## src/rtl/tone_buzzer_pkg.sv

```systemverilog
package tone_buzzer_pkg;

  typedef enum logic [1:0] {
    PAT_STEADY  = 2'd0,
    PAT_ONESHOT = 2'd1,
    PAT_BLINK   = 2'd2,
    PAT_DOUBLE  = 2'd3
  } pat_mode_e;

endpackage

```

## src/rtl/tone_pattern_seq.sv

```systemverilog
module tone_pattern_seq
  import tone_buzzer_pkg::*;
#(
  parameter int PITCH_W  = 4,
  parameter int PHASE_W  = 15,
  parameter int GATE_BIT = 11
) (
  input  logic               clk,
  input  logic               rst_n,
  input  logic               ref_tick,
  input  logic               cfg_wr,
  input  logic               cfg_en,
  input  logic [1:0]         cfg_mode,
  input  logic [PITCH_W-1:0] cfg_pitch,
  output logic               en_o,
  output logic [PITCH_W-1:0] pitch_o,
  output logic               sound_o
);

  // one-shot span is two gate spans; double burst ends after three
  localparam logic [PHASE_W-1:0] ONESHOT_LAST = PHASE_W'((2 << GATE_BIT) - 1);
  localparam logic [PHASE_W-1:0] DOUBLE_END   = PHASE_W'(3 << GATE_BIT);
  localparam logic [GATE_BIT:0]  BLINK_EDGE   = {1'b0, {GATE_BIT{1'b1}}};

  logic               en_q,    en_d;
  pat_mode_e          mode_q,  mode_d;
  logic [PITCH_W-1:0] pitch_q, pitch_d;
  logic [PHASE_W-1:0] phase_q, phase_d;
  logic               gate;

  always_comb begin
    en_d    = en_q;
    mode_d  = mode_q;
    pitch_d = pitch_q;
    phase_d = phase_q;
    if (cfg_wr) begin
      en_d    = cfg_en;
      mode_d  = pat_mode_e'(cfg_mode);
      pitch_d = cfg_pitch;
      phase_d = '0;
    end else if (en_q && ref_tick) begin
      phase_d = phase_q + 1'b1;
      if (mode_q == PAT_ONESHOT && phase_q == ONESHOT_LAST) begin
        en_d = 1'b0;
      end
    end
  end

  always_comb begin
    unique case (mode_q)
      PAT_STEADY:  gate = 1'b1;
      PAT_ONESHOT: gate = (phase_q <= ONESHOT_LAST);
      PAT_BLINK:   gate = !phase_q[GATE_BIT];
      PAT_DOUBLE:  gate = !phase_q[GATE_BIT] && (phase_q < DOUBLE_END);
      default:     gate = 1'b0;
    endcase
  end

  always_ff @(posedge clk or negedge rst_n) begin
    if (!rst_n) begin
      en_q    <= 1'b0;
      mode_q  <= PAT_STEADY;
      pitch_q <= '0;
      phase_q <= '0;
    end else begin
      en_q    <= en_d;
      mode_q  <= mode_d;
      pitch_q <= pitch_d;
      phase_q <= phase_d;
    end
  end

  assign en_o    = en_q;
  assign pitch_o = pitch_q;
  assign sound_o = en_q && (pitch_q != '0) && gate;


  oneshot_clear_chk: assert property (@(posedge clk) disable iff (!rst_n)
    (en_q && mode_q == PAT_ONESHOT && ref_tick && !cfg_wr && phase_q == ONESHOT_LAST)
      |=> !en_q);


  blink_off_chk: assert property (@(posedge clk) disable iff (!rst_n)
    (en_q && mode_q == PAT_BLINK && ref_tick && !cfg_wr && phase_q[GATE_BIT:0] == BLINK_EDGE)
      |=> !sound_o);

endmodule

```

## src/rtl/tone_divider.sv

```systemverilog
module tone_divider #(
  parameter int PITCH_W   = 4,
  parameter int HALF_BASE = 18
) (
  input  logic               clk,
  input  logic               rst_n,
  input  logic               ref_tick,
  input  logic               sound_i,
  input  logic [PITCH_W-1:0] pitch_i,
  output logic               tone_o
);

  localparam int HC_W = $clog2(HALF_BASE);

  logic [HC_W-1:0]    hc_q,  hc_d;
  logic [PITCH_W-1:0] lat_q, lat_d;
  logic               tone_q, tone_d;
  logic               run_q,  run_d;
  logic [PITCH_W-1:0] eff;
  logic [HC_W-1:0]    half_m1;
  logic               flip;

  // a tone that is just starting takes the current code
  assign eff     = run_q ? lat_q : pitch_i;
  assign half_m1 = HC_W'(HALF_BASE - 1) - HC_W'(eff);
  assign flip    = sound_i && ref_tick && (hc_q == half_m1);

  always_comb begin
    hc_d   = hc_q;
    tone_d = tone_q;
    lat_d  = eff;
    run_d  = sound_i;
    if (!sound_i) begin
      hc_d   = '0;
      tone_d = 1'b1;
      lat_d  = pitch_i;
    end else if (ref_tick) begin
      if (flip) begin
        hc_d   = '0;
        tone_d = !tone_q;
        lat_d  = pitch_i;
      end else begin
        hc_d = hc_q + 1'b1;
      end
    end
  end

  always_ff @(posedge clk or negedge rst_n) begin
    if (!rst_n) begin
      hc_q   <= '0;
      tone_q <= 1'b1;
      lat_q  <= '0;
      run_q  <= 1'b0;
    end else begin
      hc_q   <= hc_d;
      tone_q <= tone_d;
      lat_q  <= lat_d;
      run_q  <= run_d;
    end
  end

  assign tone_o = tone_q;


  pitch_hold_chk: assert property (@(posedge clk) disable iff (!rst_n)
    (sound_i && run_q && !flip) |=> (lat_q == $past(lat_q)));


  half_bound_chk: assert property (@(posedge clk) disable iff (!rst_n)
    run_q |-> (hc_q <= HC_W'(HALF_BASE - 2)));

endmodule

```

## src/rtl/tone_out_drive.sv

```systemverilog
module tone_out_drive #(
  parameter bit REGISTERED = 1'b0
) (
  input  logic clk,
  input  logic rst_n,
  input  logic sound_i,
  input  logic tone_i,
  output logic bz_p,
  output logic bz_n
);

  logic p_d, n_d;

  assign p_d = sound_i && tone_i;
  assign n_d = sound_i && !tone_i;

  generate
    if (REGISTERED) begin : g_reg
      logic p_q, n_q;
      always_ff @(posedge clk or negedge rst_n) begin
        if (!rst_n) begin
          p_q <= 1'b0;
          n_q <= 1'b0;
        end else begin
          p_q <= p_d;
          n_q <= n_d;
        end
      end
      assign bz_p = p_q;
      assign bz_n = n_q;
    end else begin : g_comb
      assign bz_p = p_d;
      assign bz_n = n_d;
    end
  endgenerate


  pins_exclusive_chk: assert property (@(posedge clk) disable iff (!rst_n)
    !(bz_p && bz_n));

endmodule

```

## src/rtl/tone_buzzer.sv

```systemverilog
module tone_buzzer #(
  parameter int PITCH_W   = 4,
  parameter int PHASE_W   = 15,
  parameter int GATE_BIT  = 11,
  parameter int HALF_BASE = 18,
  parameter bit OUT_REG   = 1'b0
) (
  input  logic               clk,
  input  logic               rst_n,
  input  logic               ref_tick,
  input  logic               cfg_wr,
  input  logic               cfg_en,
  input  logic [1:0]         cfg_mode,
  input  logic [PITCH_W-1:0] cfg_pitch,
  output logic               bz_p,
  output logic               bz_n,
  output logic               busy
);

  logic [1:0]         rst_sync;
  logic               rst_core_n;
  logic               sound;
  logic               tone;
  logic [PITCH_W-1:0] pitch_cur;

  always_ff @(posedge clk or negedge rst_n) begin
    if (!rst_n) rst_sync <= 2'b00;
    else        rst_sync <= {rst_sync[0], 1'b1};
  end
  assign rst_core_n = rst_sync[1];

  tone_pattern_seq #(
    .PITCH_W (PITCH_W),
    .PHASE_W (PHASE_W),
    .GATE_BIT(GATE_BIT)
  ) u_seq (
    .clk      (clk),
    .rst_n    (rst_core_n),
    .ref_tick (ref_tick),
    .cfg_wr   (cfg_wr),
    .cfg_en   (cfg_en),
    .cfg_mode (cfg_mode),
    .cfg_pitch(cfg_pitch),
    .en_o     (busy),
    .pitch_o  (pitch_cur),
    .sound_o  (sound)
  );

  tone_divider #(
    .PITCH_W  (PITCH_W),
    .HALF_BASE(HALF_BASE)
  ) u_div (
    .clk     (clk),
    .rst_n   (rst_core_n),
    .ref_tick(ref_tick),
    .sound_i (sound),
    .pitch_i (pitch_cur),
    .tone_o  (tone)
  );

  tone_out_drive #(
    .REGISTERED(OUT_REG)
  ) u_drv (
    .clk    (clk),
    .rst_n  (rst_core_n),
    .sound_i(sound),
    .tone_i (tone),
    .bz_p   (bz_p),
    .bz_n   (bz_n)
  );


  zero_pitch_chk: assert property (@(posedge clk) disable iff (!rst_core_n)
    (pitch_cur == '0 && !OUT_REG) |-> !(bz_p || bz_n));


  disable_write_chk: assert property (@(posedge clk) disable iff (!rst_core_n)
    (cfg_wr && !cfg_en && !OUT_REG) |=> !(bz_p || bz_n));

endmodule

```

## config.mk

```make
export PLATFORM = sky130hd
export DESIGN_NAME = tone_buzzer
export DESIGN_NICKNAME = d
export VERILOG_FILES = /design/src/rtl/tone_buzzer_pkg.sv /design/src/rtl/tone_pattern_seq.sv /design/src/rtl/tone_divider.sv /design/src/rtl/tone_out_drive.sv /design/src/rtl/tone_buzzer.sv
export SDC_FILE = /design/constraint.sdc
export NUM_CORES = 1
export LEC_CHECK = 0
export CORE_ASPECT_RATIO = 0.5
export CORE_MARGIN = 5
export CORE_UTILIZATION = 45
export CTS_CLUSTER_SIZE = 24
export DETAILED_ROUTE_END_ITERATION = 8
export HOLD_SLACK_MARGIN = 0.15
export PLACE_DENSITY_LB_ADDON = 0.15
export REMOVE_ABC_BUFFERS = 1
export SYNTH_ARGS = -nofsm -noshare
export SYNTH_HDL_FRONTEND = slang
export SYNTH_SLANG_ARGS = --single-unit
```

## constraint.sdc

```tcl
create_clock -name clk -period 4.8 [get_ports clk]
set_input_delay 0.96 -clock clk [delete_from_list [all_inputs] [get_ports clk]]
set_output_delay 0.96 -clock clk [all_outputs]
set_load 0.01 [all_outputs]
```

==> flow_metrics.py, run 1 <==
metrics = {
    "outcome": {
        "status": "complete, no violations",
    },
    "clock_tree": {
        "cts_buffers": 5,
        "clock_latency_ns": 0.28,
        "root_buffer": "clkbuf_8",
        "cts_tree": "done",
        "clk_pin_slew_worst_paths_ns": 0.08,
        "post_cts_buffers": 0,
        "clock_sinks": 35,
        "cts_hold_buffers": 0,
        "cts_buffer_depth": 2,
        "post_cts_resized": 0,
        "htree_num_levels": 2,
    },
    "timing": {
        "worst_slack_ns": 1.18,
        "tns_ns": 0,
        "relSlewSlack_pct": 40.8,
        "post-route-period-util_pct": 75.5,
        "fin_skew_ns": 0.0111,
        "max_freq_mhz": 276,
        "hold_viol": 0,
        "rsz0062_at_grt": "false",
        "hold_ws_ns": 0.262,
        "timing.final.crit_period_ns": 3.62,
        "setup_viol": 0,
        "worstMarginPinSlew_ns": 0.886,
        "drv_slew": 0,
    },
    "layout": {
        "area_growth_pct": 14.0,
        "final_nets": 201,
        "final_util_pct": 52.6,
        "num_antenna_cells": 0,
        "drive_above_1_share_pct": 10.6,
    },
    "synth": {
        "async_flop_share_pct": 100,
        "yosys.area_share.simple_pct": 21.2,
        "synth_area_mm2": 0.00177,
        "synth.distinct_cells": 39,
        "synthAdderAreaFrac_pct": 2.12,
        "synth_compound_area_share_pct": 7.97,
        "yosysSeqAreaShare_pct": 49.4,
        "synth.avg_cell_area_um2": 10.3,
        "synth_top_family_by_area": "simple AND/OR/NAND/NOR gates",
        "synth_xor_area_share_pct": 7.90,
        "synth_flop_cell": "dfrtp_1",
        "synth-edff-count": 0,
        "synth_mux_area_share_pct": 8.18,
        "netlist_instances": 172,
        "synth_seq_cells": 35,
        "yosys_warnings": 0,
    },
    "drt": {
        "drt_iter0_drc": 39,
        "drcViolationCount": 0,
        "drt-total-wl_um": 3350,
        "ant_nets": 0,
        "avgViaCountPerCell": 5.30,
        "avgRoutedWirePerCell_um": 13.8,
        "vias": 1283,
        "drt_first_pass_iters": 4,
    },
    "critical_path": {
        "critPathArrivalTime_ns": 2.66,
        "cp_max_fo": 6,
        "start_kind": "flop",
        "crit_required_ns": 3.84,
        "crit_type": "reg2out",
        "endpoint_kind": "output port",
    },
    "global_route": {
        "grt_max_degree": 34,
        "grt_pass1_vias": 1312,
        "overflow": 0,
        "grt_pass1_wl_um": 5970,
        "grt_usage_pct": 14.2,
        "antenna_found_initial": 0,
    },
    "placement": {
        "io_buffers": 13,
        "hpwl_um": 2390,
        "gp_congestion": 0.749,
        "pre_cts_slack_ns": 1.49,
    },
    "power": {
        "seq_power_share_pct": 53.0,
        "p_per_area_mw_per_mm2": 304,
        "clkPwrFrac_pct": 33.3,
        "p_total_mw": 0.616,
        "peakVddDrop_uv": 138,
        "leakage_nw": 0.843,
        "pwr-share-comb_pct": 13.7,
        "p_int_mw": 0.456,
        "switchingPower_mw": 0.159,
        "swShare_pct": 25.9,
    },
    "flow_run": {
        "max_cap_viol_count": 0,
    },
    "floorplanning": {
        "die-area_mm2": 0.00537,
        "start_util_pct": 46.2,
        "die_h_um": 54.4,
        "dieWidth_um": 98.8,
        "coreArea_mm2": 0.00384,
        "io_pins": 14,
        "row_count": 16,
    },
    "min_path": {
        "hp-class": "reg2async",
    },
}
==> path summary, 6_finish.rpt <==
kind | start | end | slack, ns | cells past startpoint
setup / recovery | u_seq.phase_q[13]$_DFFE_PN0P_ | bz_p | 1.18 | 7
hold / removal | rst_sync[1]$_DFF_PN0_ | u_seq.phase_q[13]$_DFFE_PN0P_ | 0.26 | 1
setup reg to reg | u_div.run_q$_DFF_PN0_ | u_div.lat_q[3]$_DFF_PN0_ | 2.17 | 9
hold reg to reg | rst_sync[1]$_DFF_PN0_ | u_seq.phase_q[13]$_DFFE_PN0P_ | 0.26 | 1
max in group asynchronous | rst_n | rst_sync[1]$_DFF_PN0_ | 3.85 | 1
min in group clk | rst_sync[0]$_DFF_PN0_ | rst_sync[1]$_DFF_PN0_ | 0.36 | 0
==> routing by layer <==
| layer | track usage [%] | wire, µm |
|---|---|---|
| met1 | 18.0 | 1740 |
| met2 | 24.3 | 1490 |
| met3 | 4.20 | 85 |
| met4 | 3.40 | 28 |
| met5 | 0 | 0 |
==> power groups by stage <==
stage               logic [mW]  registers (mW)  clock network (mW)
detailed placement      0.0852           0.332                   0
finish                  0.0841           0.326               0.205
floorplan               0.0544           0.331                   0
global route            0.0949           0.329               0.224
CTS                     0.0858           0.327               0.209
global placement        0.0839           0.332                   0
==> stage by stage <==
stage | area [µm²] | std cells
finish | 2020 | 242
global route | 2020 | 242
CTS | 2020 | 242
floorplan | 1740 | 166
detailed placement | 1940 | 234
global placement | 1940 | 234
==> cells in the mapped netlist (2+ instances only) <==
| cell | number | area share (%) |
|---|---|---|
| dfrtp_1 | 34 | 48 |
| nand2_1 | 16 | 3.4 |
| nor2_1 | 15 | 3.2 |
| nand3_1 | 12 | 3.4 |
| xnor2_1 | 9 | 4.4 |
| mux2_2 | 8 | 5.1 |
| a21oi_1 | 7 | 2.0 |
| o21ai_0 | 7 | 2.0 |
| xor2_1 | 7 | 3.5 |
| or3_1 | 6 | 2.1 |
| and3_1 | 4 | 1.4 |
| clkbuf_1 | 4 | 0.85 |
| mux2i_1 | 4 | 2.3 |
| nand4_1 | 4 | 1.4 |
| ha_1 | 3 | 2.1 |
| inv_1 | 3 | 0.63 |
| a31oi_1 | 2 | 0.71 |
| and4_1 | 2 | 0.99 |
| buf_6 | 2 | 1.3 |
| nand3b_1 | 2 | 0.85 |
| nand4b_1 | 2 | 0.99 |
| nor3_1 | 2 | 0.56 |
==> critical path, stage by stage (launching register included) <==
cell and delay [ns]:
dfrtp_1 0.42, or3_1 0.40, nand4b_1 0.23, o211ai_1 0.13, nand4_1 0.27, inv_1 0.25
and2_1 0.16, clkdlybuf4s50_1 0.53
==> cells by family (layout without fill, tap and decap cells) <==
logic type                 count (synthesis)  count (layout)
xor gates and xnor gates                  16              16
other                                      1               1
AOI/OAI and AO/OA                         22              22
muxes                                     13              13
buffers and inverters                     10              26
DFF                                       35              35
adders and majority gates                  3               3
and+or+nand+nor                           72              72
==> registers in the layout, summed over array words and instances, names as in the netlist <==
name / flops
u_div.hc_q: 5
u_seq.phase_q: 15
u_div.lat_q: 4
u_seq.mode_q: 2
u_seq.pitch_o: 4
rst_sync: 2
u_seq.en_o: 1
u_div.tone_o: 1
u_div.run_q: 1
==> area by class of cell <==
type	instances	area (µm²)
Tap cell	54	67.6
Clock buffer	7	76.3
Inverter	4	15.0
Sequential cell	35	877
Clock inverter	1	5.00
Timing Repair Buffer	14	138
Multi-Input combinational cell	127	845
Fill cell	365	1820
==> placed cells by master (no fill, tap or decap), types with 4 or more instances in the layout <==
cell type	instances
nand4_1	4
or3_1	6
dfrtp_1	34
nor2_1	15
mux2i_1	4
a21oi_1	7
and3_1	4
nand2_1	16
o21ai_0	7
xor2_1	7
clkdlybuf4s50_1	13
nand3_1	12
mux2_2	8
clkbuf_8	5
xnor2_1	9
No activity file was read; power rests on OpenSTA's default activity.
==> run 2: changes to the inputs <==
Clock period 4.8 ns to 3.15 ns, I/O delays scaled along.
==> flow_metrics.py, run 2 (same netlist as run 1, synthesis figures left out) <==
metrics = {
    "outcome": {
        "status": "complete, no violations",
    },
    "drt": {
        "drt_first_pass_iters": 4,
        "vias": 1303,
        "avgRoutedWirePerCell_um": 13.6,
        "drt-total-wl_um": 3340,
        "drt_iter0_drc": 42,
        "drcViolationCount": 0,
        "avgViaCountPerCell": 5.32,
        "ant_nets": 0,
    },
    "clock_tree": {
        "cts_buffers": 5,
        "root_buffer": "clkbuf_8",
        "cts_hold_buffers": 0,
        "cts_tree": "done",
        "clock_sinks": 35,
        "clock_latency_ns": 0.28,
        "clk_pin_slew_worst_paths_ns": 0.07,
        "cts_buffer_depth": 2,
        "htree_num_levels": 2,
    },
    "critical_path": {
        "r2r_end": "u_div.lat_q[0]$_DFF_PN0_",
        "endpoint_kind": "output port",
        "path_cells": "or3_1, nand4b_1, o211ai_1, nand4_1, nor2_1, clkdlybuf4s50_1",
        "crit_required_ns": 2.52,
        "crit_type": "reg2out",
        "critPathArrivalTime_ns": 2.29,
        "r2r-start": "u_div.run_q$_DFF_PN0_",
        "reg2reg_slack_ns": 0.60,
        "cp_slowest_stage_delay_ns": 0.55,
        "r2r_cells": 9,
        "cp_slowest_cell": "clkdlybuf4s50_1",
        "cp_max_fo": 5,
        "start_kind": "flop",
    },
    "floorplanning": {
        "start_util_pct": 46.2,
        "io_pins": 14,
        "die-area_mm2": 0.00537,
        "coreArea_mm2": 0.00384,
        "dieWidth_um": 98.8,
        "row_count": 16,
        "die_h_um": 54.4,
    },
    "global_route": {
        "grt_usage_pct": 14.0,
        "grt_pass1_wl_um": 5910,
        "overflow": 0,
        "grt_max_degree": 34,
        "grt_pass1_vias": 1288,
        "antenna_found_initial": 0,
    },
    "timing": {
        "rsz0062_at_grt": "false",
        "max_freq_mhz": 343,
        "hold_viol": 0,
        "worstMarginPinSlew_ns": 0.716,
        "tns_ns": 0,
        "post-route-period-util_pct": 92.6,
        "setup_viol": 0,
        "fin_skew_ns": 0.00608,
        "timing.final.crit_period_ns": 2.92,
        "drv_slew": 0,
        "relSlewSlack_pct": 52.1,
    },
    "power": {
        "peakVddDrop_uv": 205,
        "seq_power_share_pct": 52.8,
        "leakage_nw": 0.869,
        "p_int_mw": 0.699,
        "pwr-share-comb_pct": 14.2,
        "switchingPower_mw": 0.241,
        "p_total_mw": 0.940,
        "swShare_pct": 25.6,
        "p_per_area_mw_per_mm2": 459,
        "clkPwrFrac_pct": 32.9,
    },
    "min_path": {
        "hp-class": "reg2async",
    },
    "placement": {
        "io_buffers": 13,
        "hpwl_um": 2380,
        "gp_congestion": 0.752,
    },
    "layout": {
        "top_register": "u_seq.phase_q",
        "largest_reg_flops": 15,
        "num_antenna_cells": 0,
        "drive_above_1_share_pct": 12.0,
        "top_regs": "u_seq.phase_q x15, u_div.hc_q x5",
        "final_nets": 204,
        "mostFrequentLayoutCells": "34 x dfrtp_1, 16 x nand2_1, 15 x nor2_1",
        "area_growth_pct": 15.4,
        "final_common_cell": "dfrtp_1",
    },
    "flow_run": {
        "max_cap_viol_count": 0,
    },
}
-- run 2: changes by cell type in the layout (fill, tap and decap cells not counted) --
cell | previous run | this run
buf_4 | 1 | 4
clkdlybuf4s50_1 | 13 | 12
dlymetal6s2s_1 | 0 | 1
-- run 2: worst max-delay path by stage --
stage | start | end
detailed placement | u_seq.phase_q[13]$_DFFE_PN0P_ | bz_p
floorplan | u_div.run_q$_DFF_PN0_ | u_div.lat_q[0]$_DFF_PN0_
global placement | u_seq.phase_q[13]$_DFFE_PN0P_ | bz_p
CTS | u_seq.phase_q[13]$_DFFE_PN0P_ | bz_p
finish | u_seq.phase_q[13]$_DFFE_PN0P_ | bz_n
global route | u_seq.phase_q[13]$_DFFE_PN0P_ | bz_n
-- run 2: final cells by class --
cell class	instances	area [µm²]
timing repair buffer	17	163
sequential	35	877
tap	54	67.6
clock buffer	7	76.3
clock inverter	1	5.00
inverter	4	15.0
multi-input combinational	127	845
fill	371	1800
-- run 2: critical path: cells and delay by family, from the launching register on --
family          cells  cell delay (ns)
simple gates        4             0.91
buf+inv             1             0.55
flops               1             0.42
compound gates      1             0.12
-- run 2: routing by layer --
metal  routed length [µm]  vias up  share of wire, %  GRT usage, %
li1                     -      637                 -             -
met1                 1690      655                50          18.2
met2                 1540        7                46          23.6
met3                   85        4               2.5          4.20
met4                   27        0              0.81          3.40
met5                    0        -                 0             0
-- run 2: power groups by stage --
stage                     logic, mW  clock network [mW]  registers (mW)
final                         0.134               0.310           0.497
after global routing          0.150               0.335           0.501
after CTS                     0.134               0.320           0.497
after detailed placement      0.134                   0           0.505
after global placement        0.131                   0           0.505
after floorplan              0.0829                   0           0.505
-- run 2: per-stage QoR --
step,instances,setup slack [ns],hold slack (ns),util [%],instance area (µm²)
5_1_grt,245,0.0827,0.331,53.3,2050
4_1_cts,244,0.0263,0.294,53.0,2040
2_1_floorplan,166,0.786,0.331,-,1740
3_3_place_gp,236,0.415,0.281,50.9,1960
3_5_place_dp,236,0.364,0.289,50.9,1960
6_report,245,0.233,0.266,53.3,2050
-- run 2: timing repair --
item	CTS	global route
buffers inserted	0	1
gates resized for setup	0	1
endpoints found under the hold margin	0	0
setup endpoints to repair	0	2
==> run 3: changes to the inputs <==
Settings changed: CAP_MARGIN set to 20.
==> results of run 3 <==
The final DEF is identical to that of run 2; final timing and power are the same.
